### config.mk
export PLATFORM = sky130hd
export DESIGN_NAME = rst_cause_ctrl
export DESIGN_NICKNAME = d
export VERILOG_FILES = /design/src/rtl/rcc_pkg.sv /design/src/rtl/rcc_async_sync.sv /design/src/rtl/rcc_rst_stretch.sv /design/src/rtl/rcc_watchdog.sv /design/src/rtl/rcc_cause_rec.sv /design/src/rtl/rst_cause_ctrl.sv
export SDC_FILE = /design/constraint.sdc
export NUM_CORES = 1
export LEC_CHECK = 0
export ABC_AREA = 1
export CORE_ASPECT_RATIO = 1.2
export CORE_UTILIZATION = 40
export CTS_CLUSTER_SIZE = 30
export DETAILED_ROUTE_END_ITERATION = 8
export DONT_BUFFER_PORTS = 1
export PLACE_DENSITY = 0.55
export SETUP_SLACK_MARGIN = 0.1
export SLEW_MARGIN = 20
export SYNTH_ARGS = -nofsm -noshare
export SYNTH_HDL_FRONTEND = slang
export SYNTH_SLANG_ARGS = --single-unit
### constraint.sdc
create_clock -name clk -period 1.8 [get_ports clk]
set_clock_uncertainty 0.2 [all_clocks]
set_input_delay 0.54 -clock clk [delete_from_list [all_inputs] [get_ports clk]]
set_output_delay 0.54 -clock clk [all_outputs]
set_load 0.01 [all_outputs]
### src/rtl/rcc_pkg.sv
package rcc_pkg;

  typedef enum logic [1:0] {
    CAUSE_PWR = 2'b00,
    CAUSE_PIN = 2'b01,
    CAUSE_WDT = 2'b10
  } cause_e;

  typedef struct packed {
    logic pwr;
    logic pin;
    logic wdt;
  } src_t;

  // highest-priority source seen during an episode
  function automatic cause_e pick_cause(input src_t s);
    if (s.pwr)      return CAUSE_PWR;
    else if (s.pin) return CAUSE_PIN;
    else if (s.wdt) return CAUSE_WDT;
    else            return CAUSE_PWR;
  endfunction

  // fold the current sources into the episode record
  function automatic src_t fold_seen(input src_t old, input src_t now);
    if (now.pwr) return src_t'{pwr: 1'b1, pin: 1'b0, wdt: 1'b0};
    return old | now;
  endfunction

endpackage

### src/rtl/rcc_async_sync.sv
module rcc_async_sync #(
  parameter int STAGES = 2
) (
  input  logic clk,
  input  logic req_async,
  output logic req_sync
);

  logic [STAGES-1:0] sh;

  generate
    if (STAGES == 1) begin : g_one
      always_ff @(posedge clk or posedge req_async) begin
        if (req_async) sh <= '1;
        else           sh <= '0;
      end
    end else begin : g_chain
      always_ff @(posedge clk or posedge req_async) begin
        if (req_async) sh <= '1;
        else           sh <= {sh[STAGES-2:0], 1'b0};
      end
    end
  endgenerate

  assign req_sync = sh[STAGES-1];

  AST_SYNC_SETS_AT_ONCE: assert property (@(posedge clk)
    req_async |-> req_sync);

endmodule

### src/rtl/rcc_rst_stretch.sv
module rcc_rst_stretch #(
  parameter int HOLD = 16
) (
  input  logic clk,
  input  logic chk_rst,
  input  logic req_any,
  output logic rst_active,
  output logic release_ev
);

  localparam int CW = $clog2(HOLD + 1);
  localparam logic [CW-1:0] HOLD_V = CW'(HOLD);
  localparam logic [CW-1:0] LAST_V = CW'(HOLD - 1);

  logic [CW-1:0] hold_cnt;
  logic          hold_done;

  always_ff @(posedge clk) begin
    if (req_any)         hold_cnt <= '0;
    else if (!hold_done) hold_cnt <= hold_cnt + 1'b1;
  end

  assign hold_done  = (hold_cnt == HOLD_V);
  assign rst_active = req_any | ~hold_done;
  assign release_ev = ~req_any & (hold_cnt == LAST_V);

  AST_REQ_FORCES_RST: assert property (@(posedge clk) disable iff (chk_rst)
    req_any |-> rst_active);
  AST_HOLD_AFTER_DROP: assert property (@(posedge clk) disable iff (chk_rst)
    $fell(req_any) |=> rst_active);
  AST_RELEASE_ENDS_RST: assert property (@(posedge clk) disable iff (chk_rst)
    release_ev |=> (!rst_active || req_any));

endmodule

### src/rtl/rcc_watchdog.sv
module rcc_watchdog #(
  parameter int BITS = 15
) (
  input  logic clk,
  input  logic chk_rst,
  input  logic sys_clr,
  input  logic en_set,
  input  logic kick,
  input  logic sleep_clr,
  output logic fire
);

  logic            wdt_en;
  logic [BITS-1:0] wdt_cnt;
  logic [BITS-1:0] cnt_inc;
  logic            wrap;

  // {carry, next count}
  function automatic logic [BITS:0] step(input logic [BITS-1:0] c);
    return {1'b0, c} + {{BITS{1'b0}}, 1'b1};
  endfunction

  assign {wrap, cnt_inc} = step(wdt_cnt);

  always_ff @(posedge clk) begin
    if (sys_clr) begin
      wdt_en  <= 1'b0;
      wdt_cnt <= '0;
      fire    <= 1'b0;
    end else begin
      wdt_en <= wdt_en | en_set;
      if (sleep_clr || kick || !wdt_en) begin
        wdt_cnt <= '0;
        fire    <= 1'b0;
      end else begin
        wdt_cnt <= cnt_inc;
        fire    <= wrap;
      end
    end
  end

  AST_WDT_OFF_AFTER_RST: assert property (@(posedge clk) disable iff (chk_rst)
    sys_clr |=> !wdt_en);
  AST_FIRE_NEEDS_EN: assert property (@(posedge clk) disable iff (chk_rst)
    fire |-> $past(wdt_en));
  AST_FIRE_AFTER_FULL: assert property (@(posedge clk) disable iff (chk_rst)
    fire |-> ($past(wdt_cnt) == {BITS{1'b1}}));
  AST_KICK_ZEROES: assert property (@(posedge clk) disable iff (chk_rst)
    kick |=> (wdt_cnt == '0));
  AST_SLEEP_ZEROES: assert property (@(posedge clk) disable iff (chk_rst)
    sleep_clr |=> (wdt_cnt == '0));

endmodule

### src/rtl/rcc_cause_rec.sv
module rcc_cause_rec
  import rcc_pkg::*;
(
  input  logic   clk,
  input  logic   chk_rst,
  input  logic   rst_active,
  input  logic   release_ev,
  input  src_t   now,
  output cause_e cause
);

  src_t seen;

  always_ff @(posedge clk) begin
    if (now.pwr) begin
      seen  <= fold_seen(seen, now);
      cause <= CAUSE_PWR;
    end else if (release_ev) begin
      cause <= pick_cause(seen);
      seen  <= '0;
    end else if (rst_active) begin
      seen  <= fold_seen(seen, now);
    end
  end

  AST_CAUSE_HOLDS: assert property (@(posedge clk) disable iff (chk_rst)
    (!release_ev && !now.pwr) |=> $stable(cause));
  AST_CAUSE_LEGAL: assert property (@(posedge clk) disable iff (chk_rst)
    $past(release_ev) |-> (cause != 2'b11));
  AST_PWR_WINS: assert property (@(posedge clk) disable iff (chk_rst)
    (release_ev && seen.pwr) |=> (cause == CAUSE_PWR));

endmodule

### src/rtl/rst_cause_ctrl.sv
module rst_cause_ctrl
  import rcc_pkg::*;
#(
  parameter int          SYNC_STAGES = 2,
  parameter int          HOLD_CYC    = 16,
  parameter int          WDT_BITS    = 15,
  parameter int          VEC_W       = 16,
  parameter logic [15:0] RESET_ADDR  = 16'h0000
) (
  input  logic             clk,
  input  logic             ext_rst_n,
  input  logic             vdd_por_ok,
  input  logic             vdd_bod_ok,
  input  logic             wdt_enable,
  input  logic             wdt_clear,
  input  logic             deep_sleep,
  output logic             sys_rst_n,
  output logic [1:0]       rst_cause,
  output logic [VEC_W-1:0] reset_vector,
  output logic             bufs_lost
);

  localparam int NASYNC = 3;
  localparam int IDX_PIN = 0;
  localparam int IDX_POR = 1;
  localparam int IDX_BOD = 2;

  logic [NASYNC-1:0] raw_req;
  logic [NASYNC-1:0] sync_req;
  logic              wdt_fire;
  logic              req_any;
  logic              rst_active;
  logic              release_ev;
  logic              chk_rst;
  logic              sleep_q;
  src_t              now_src;
  cause_e            cause_q;

  assign raw_req[IDX_PIN] = ~ext_rst_n;
  assign raw_req[IDX_POR] = ~vdd_por_ok;
  assign raw_req[IDX_BOD] = ~vdd_bod_ok;
  assign chk_rst          = raw_req[IDX_POR] | raw_req[IDX_BOD];

  generate
    for (genvar i = 0; i < NASYNC; i++) begin : g_sync
      rcc_async_sync #(.STAGES(SYNC_STAGES)) u_sync (
        .clk       (clk),
        .req_async (raw_req[i]),
        .req_sync  (sync_req[i])
      );
    end
  endgenerate

  assign now_src.pwr = sync_req[IDX_POR] | sync_req[IDX_BOD];
  assign now_src.pin = sync_req[IDX_PIN];
  assign now_src.wdt = wdt_fire;
  assign req_any     = |sync_req | wdt_fire;

  rcc_rst_stretch #(.HOLD(HOLD_CYC)) u_stretch (
    .clk        (clk),
    .chk_rst    (chk_rst),
    .req_any    (req_any),
    .rst_active (rst_active),
    .release_ev (release_ev)
  );

  rcc_watchdog #(.BITS(WDT_BITS)) u_wdt (
    .clk       (clk),
    .chk_rst   (chk_rst),
    .sys_clr   (rst_active),
    .en_set    (wdt_enable),
    .kick      (wdt_clear),
    .sleep_clr (deep_sleep),
    .fire      (wdt_fire)
  );

  rcc_cause_rec u_cause (
    .clk        (clk),
    .chk_rst    (chk_rst),
    .rst_active (rst_active),
    .release_ev (release_ev),
    .now        (now_src),
    .cause      (cause_q)
  );

  always_ff @(posedge clk) begin
    sleep_q   <= deep_sleep;
    bufs_lost <= deep_sleep & ~sleep_q & ~rst_active;
  end

  assign sys_rst_n    = ~rst_active;
  assign rst_cause    = cause_q;
  assign reset_vector = VEC_W'(RESET_ADDR);

  AST_SUPPLY_LOW_HOLDS: assert property (@(posedge clk) disable iff (!ext_rst_n)
    (!vdd_por_ok || !vdd_bod_ok) |-> !sys_rst_n);
  AST_BUF_SINGLE: assert property (@(posedge clk) disable iff (chk_rst)
    bufs_lost |=> !bufs_lost);
  AST_BUF_NOT_IN_RST: assert property (@(posedge clk) disable iff (chk_rst)
    rst_active |=> !bufs_lost);

endmodule

# ---- Word-level counts from Yosys, hierarchy flattened
# Index checks and enable logic that the tools add are counted.
dict set report op_classes {
  bitwise 12
  n_lt_le_gt_ge 0
  multipliers 0
  n_addsub 2
  n_div 0
  mux 12
  reduce_logical 6
  n_shift 0
  n_eq_ne 2
}
# operator count
set op_table {}
lappend op_table {{15-bit by 1-bit adder with 16-bit output (second input constant)} 1}
lappend op_table {{3-bit two-way mux} 5}
lappend op_table {{2-bit two-way mux} 3}
lappend op_table {{5-bit by 1-bit adder with 5-bit output (second input constant)} 1}
lappend op_table {{5-bit by 4-bit equality test with 1-bit output (second input constant)} 1}
lappend op_table {{5-bit equality test (second input constant)} 1}
lappend op_table {{1-bit two-way mux} 4}
lappend op_table {{1-bit NOT} 4}
lappend op_table {{1-bit OR} 4}
lappend op_table {{1-bit bitwise AND} 3}
lappend op_table {{3-bit OR} 1}
lappend op_table {{3-bit nonzero test} 1}
lappend op_table {{3-bit OR reduction} 1}
lappend op_table {{1-bit logical OR} 2}
lappend op_table {{2-bit OR reduction} 1}
lappend op_table {{1-bit zero test} 1}
dict set report totals {
  memories 0
  register_bits 35
  in_bits 7
  rom_bits 0
  ram_bits 0
  wordCells 47
  latch_bits 0
  output_inout_bits 20
}

# ---- Logic depth before layout (Yosys ltp)
dict set report depth {
  word_depth 10
  ltp_mapped 9
  depth_no_buf 8
}

# ---- Hierarchy
# A second synthesis with hierarchy kept.
dict set report hier_totals {
  hier_cells 221
  hier_area_um2 1695.4
}
# module area_per_inst_um2 n_inst seq_area_each_um2 cells_each
set modules_own_cells {}
lappend modules_own_cells {rcc_watchdog 810.8 1 340.3 117}
lappend modules_own_cells {rcc_rst_stretch 279.0 1 100.1 36}
lappend modules_own_cells {rcc_cause_rec 214.0 1 130.1 25}
lappend modules_own_cells {rst_cause_ctrl 211.5 1 40.0 31}
lappend modules_own_cells {rcc_async_sync 60.1 3 52.6 4}

# ---- Worst setup path after synthesis
# OpenSTA, ideal clock, no wires.
dict set report synth_path {
  path_kind {register to output}
  start {register u_stretch.hold_cnt[0]}
  end {output port sys_rst_n}
  setup_slack_ps 134
  arrival_ps 926
  required_ps 1060
  stages_incl_launch_ff 7
  n_path_buf 0
  cell_sequence {dfxtp_1 inv_1 ha_1 nand2_1 nor2_2 nand2_4 inv_1}
}
dict set report synth_via {
  elab_chain_len 4
}
# item line
set synth_rtl {}
lappend synth_rtl {{from (decl)} rcc_rst_stretch.sv:15} ;# logic [CW-1:0] hold_cnt;
lappend synth_rtl {{from (signal assigned)} rcc_rst_stretch.sv:20} ;# else if (!hold_done) hold_cnt <= hold_cnt + 1'b1;
lappend synth_rtl {{5-bit equality test} rcc_rst_stretch.sv:23} ;# assign hold_done = (hold_cnt == HOLD_V);
lappend synth_rtl {{1-bit NOT} rcc_rst_stretch.sv:24} ;# assign rst_active = req_any | ~hold_done;
lappend synth_rtl {{1-bit OR} rcc_rst_stretch.sv:24}
lappend synth_rtl {{1-bit NOT} rst_cause_ctrl.sv:91} ;# assign sys_rst_n = ~rst_active;
lappend synth_rtl {{to (decl)} rst_cause_ctrl.sv:17} ;# output logic sys_rst_n,
# No other way between the ends.

# ---- Worst setup path in the final report
# Same ends and word-level chain as after synthesis.

==> impl.org <==
** Worst setup path
- Reg2reg setup slack :: 0.14 ns
- Worst reg2reg path endpoint :: u_cause.seen[2]
- The largest individual stage delay along the critical path comes from the cell sky130_fd_sc_hd__dfxtp_2.
- Startpoint type of the worst setup path :: flop
- At the worst endpoint, the required time is approximately 1.1 ns.
- The critical path goes through inv_2, ha_4, nand2_2, nor2_4, nand2_4, inv_4.
- Beginning of the worst register-to-register path :: u_stretch.hold_cnt[0]
- The critical path is of the reg2out type.
- The worst setup path is captured at an output port.
- Slowest Stage Delay on Critical Path :: 0.33 ns
- The worst register-to-register path has a depth of 7.
- Top fanout value on the critical path :: 3
- The critical path starts at u_stretch.hold_cnt[0].
- For the worst setup path, the data arrival time is 1.11 ns.

** Logic synthesis
- Sequential cell area fraction in the yosys report :: between 40 and 50%
- Number of flops mapped to enable cells by yosys :: 3
- Area share of and/or/nand/nor cells after synthesis :: 31.03%
- By area, the combinational part of the netlist is dominated by simple AND/OR/NAND/NOR gates.
- Counting flops and latches in the post-synthesis netlist gives 35.
- Top flip-flop cell by instance count after synthesis :: sky130_fd_sc_hd__dfxtp_1
- Synthesis instantiated 25 different standard cells from the library.
- Fraction of synthesized area in multiplexers :: 0%
- Mean Syn Cell Area :: 7.853 um2
- The mapped netlist covers 1649 um2.
- Share of synthesized registers carrying an async set or reset :: between 10% and 20%
- After Yosys synthesis, XOR and XNOR cells account for 1.593% of the synthesized area.
- Share of the synthesized area in the top cell type :: between 30% and 40%
- Count of mapped cells out of synthesis :: 210
- For this run, the number of Yosys warnings is 0.
- After Yosys synthesis, full adders, half adders and majority gates account for 3.035% of the synthesized area.
- Complex-gate fraction of the synthesized area :: 2.731%
- Of all cell types, the one taking the most synthesized area is sky130_fd_sc_hd__dfxtp_1.
- Area contributors post-synth :: sky130_fd_sc_hd__dfxtp_1 (32%), sky130_fd_sc_hd__dfstp_2 (9.6%), sky130_fd_sc_hd__nand2_1 (8.9%)

** Power
- Switching Fraction :: a little over a fifth
- VDD sags by at most between 0.4 and 0.5 mV.
- Dividing total power by cell area gives a power density of slightly below 800 nW/um2.
- Part of the power in the clock network :: 45.3%
- Combinational logic is responsible for a little over 3% of the overall power.
- Net load switching power :: about 330 uW
- Part of the power in registers :: 51.6%
- Internal power comes to 1.228 mW.
- Static Leak :: slightly above 0.8 nW

** CTS
- In this run the clock root is driven by a sky130_fd_sc_hd__clkbuf_8.
- TritonCTS built the clock tree.
- Sinks on the clock net :: 35
- In this run the deepest clock path goes through 2 buffers.
- Maximum level of the CTS H-tree :: 2
- Clock slew at the register clock pins of the worst setup and hold paths :: ~0.070 ns
- At the later pin of the worst-skew pair, clock insertion delay measures 0.29 ns.
- The number of clock buffers added by TritonCTS is 5.

** Global route
- Entering global routing, the biggest net connects 13 pins.
- Overflow left after global routing :: 0
- The initial antenna violation count came to 0.
- Global-route usage over all layers :: 15.03%
- The first global-routing pass estimated 4.830 mm of wire.
- The via count of the first global-routing pass was around 1.2k.

** Die
- The die is 72.34 um tall.
- Core Area :: ~3900 um2
- Placement row count :: 25
- The floorplan step defined a die boundary enclosing about 4400 um2.
- Measured along the x axis, the die boundary spans 60.62 um.
- Top-level I/O count :: 27
- The initial utilization of the core area, before any placement, comes to about two fifths.

** STA
- Subtracting the final worst setup slack from the clock period gives about 1.9 ns.
- Final count of hold timing violations :: 0
- Setup violations remaining at the end of the flow were counted as 1.
- Across all setup checks in the final design, the least slack found is -0.05187 ns.
- RSZ-0062 raised after global routing :: true
- Final Hold Slack :: roughly 0.074 ns
- The count of pins over their slew limit is 0.
- The worst path uses 102.9% of the clock period.
- For this run, the top clock speed supported by timing is roughly 540 MHz.

** Worst hold path
- In this run the worst hold path is classified as in2reg.
- Worst Hold Endpoint :: sleep_q
- Min-Delay Path Depth :: 0
- Hold_sp :: deep_sleep

** Run
- Across the run, the number of max-cap violations was 0.

** Layout
- Highest-count cells in the layout ignoring fill and taps :: sky130_fd_sc_hd__nor2_1 (37), sky130_fd_sc_hd__nand2_1 (35), sky130_fd_sc_hd__dfxtp_1 (24), sky130_fd_sc_hd__inv_1 (21), sky130_fd_sc_hd__conb_1 (19)
- Cells fill about half of the core in the end.
- Antenna fix cells :: 0
- Area taken by flip-flops and latches :: between 700 and 800 um2
- Most common library cell in the layout ignoring fill and taps :: sky130_fd_sc_hd__nor2_1
- Area taken by multi-input logic gates :: around 760 um2
- Cells with a size suffix above 1 make up approximately 28% of the layout.
- Area growth from synthesis to layout :: 20.41%
- The net count of the finished layout is 245.
- After filler insertion, the fill cell instance count of the layout stands at between 300 and 400.
- Finished Cell Area :: 1986 um2
- Leaving out filler cells and counting taps, the final layout contains slightly below 300.

** Routing
- Wires add up to about 2.8 mm.
- Drt first-iter violations :: 29
- The final route contains 1193 vias.
- Total DRC errors in the routed layout :: 0
- The detail route stage leaves a number of antenna-violating nets equal to 0.
- Via density :: between 4 and 5
- First-pass DRT Iterations :: 4
- In the final routed layout, each cell accounts on average for 9.775 um.

** Outcome
- Run status :: finished with violations
- The final reports fail on negative setup slack.

** Placement
- Routability-driven placement finished with a final weighted congestion of about 0.78.
- Half-perimeter wire length of the detailed placement result :: 1.966 mm
- Placed instance area :: 1672 um2
- In this run the tool buffered the top-level ports with 0 buffer cells.
- The number of placed instances, taps included, is roughly 270.
## worst max-delay path: cells and delay by family (launching register included)
family / cells / cell delay, ns
flip-flops: 1 / 0.33
adder cells (fa/ha/maj): 1 / 0.12
AND/OR/NAND/NOR: 3 / 0.23
buffers and inverters: 2 / 0.13
## power groups by stage
stage / sequential, mW / clock (mW) / combinational [mW]
after CTS: 0.806 / 0.730 / 0.0444
after global routing: 0.807 / 0.766 / 0.0546
after detailed placement: 0.823 / 0 / 0.0315
final: 0.806 / 0.707 / 0.0482
after global placement: 0.823 / 0 / 0.0314
after floorplan: 0.822 / 0 / 0.0542
## cell families after synthesis
kind of cell	Yosys count
other	1
DFF	35
adders and majority gates	4
buffers and inverters	46
xor gates and xnor gates	3
and+or+nand+nor	112
AOI/OAI and AO/OA	9
## cell type report
type | instances | area share [%]
clock buffer | 5 | 3.466
clock inverter | 3 | 2.205
inverter | 29 | 5.608
multi-input combinational | 147 | 38.25
sequential | 35 | 38.82
tap | 54 | 3.403
timing repair buffer | 16 | 8.255
## sequential cells by signal, summed over array words and instances (netlist names)
register,cells
u_wdt.wdt_cnt,15
g_sync.u_sync.sh,6
u_stretch.hold_cnt,5
u_cause.seen,3
u_cause.cause,2
bufs_lost,1
sleep_q,1
u_wdt.fire,1
u_wdt.wdt_en,1
## what timing repair did
action / in CTS / in global routing
hold buffers: 3 / 0
pin swaps: 6 / 3
buffers inserted: 7 / 3
gates resized for setup: 14 / 10
gates cloned: 1 / 0
endpoints found under the setup margin: 3 / 16
endpoints found under the hold margin: 6 / 0
## Yosys cell counts, types with 3 or more instances
| cell type | count |
|---|---|
| sky130_fd_sc_hd__dfxtp_1 | 26 |
| sky130_fd_sc_hd__a21oi_1 | 3 |
| sky130_fd_sc_hd__nor2_2 | 7 |
| sky130_fd_sc_hd__nand2_1 | 39 |
| sky130_fd_sc_hd__nor2_1 | 37 |
| sky130_fd_sc_hd__buf_4 | 16 |
| sky130_fd_sc_hd__ha_1 | 4 |
| sky130_fd_sc_hd__dfstp_2 | 6 |
| sky130_fd_sc_hd__nand3_1 | 12 |
| sky130_fd_sc_hd__nand2_2 | 8 |
| sky130_fd_sc_hd__inv_2 | 3 |
| sky130_fd_sc_hd__inv_1 | 26 |
| sky130_fd_sc_hd__edfxtp_1 | 3 |
| sky130_fd_sc_hd__o21ai_0 | 6 |
## per-layer routing
metal	vias to the layer above	track usage [%]	share of wire [%]
li1	646	-	-
met1	531	15.52	43
met2	10	26.13	52
met3	6	5.169	2.9
met4	0	7.828	2.0
met5	-	0	0
## through the flow
stage	TNS [ns]	power, mW	worst slack (ns)
2_1_floorplan	0	0.8761	0.1336
3_3_place_gp	0	0.8540	0.08260
3_5_place_dp	0	0.8545	0.04963
4_1_cts	-0.07434	1.580	-0.07434
5_1_grt	-0.09233	1.627	-0.09233
6_report	-0.05187	1.561	-0.05187
## how the worst max path moves through the flow
stage	endpoint	slack (ns)	cells after the start
6_report	sys_rst_n	-0.05	6
5_1_grt	sys_rst_n	-0.09	6
4_1_cts	sys_rst_n	-0.07	5
3_5_place_dp	sys_rst_n	0.05	6
3_3_place_gp	sys_rst_n	0.08	6
2_1_floorplan	sys_rst_n	0.13	6
Note: power is estimated with default switching activity, not from simulation.
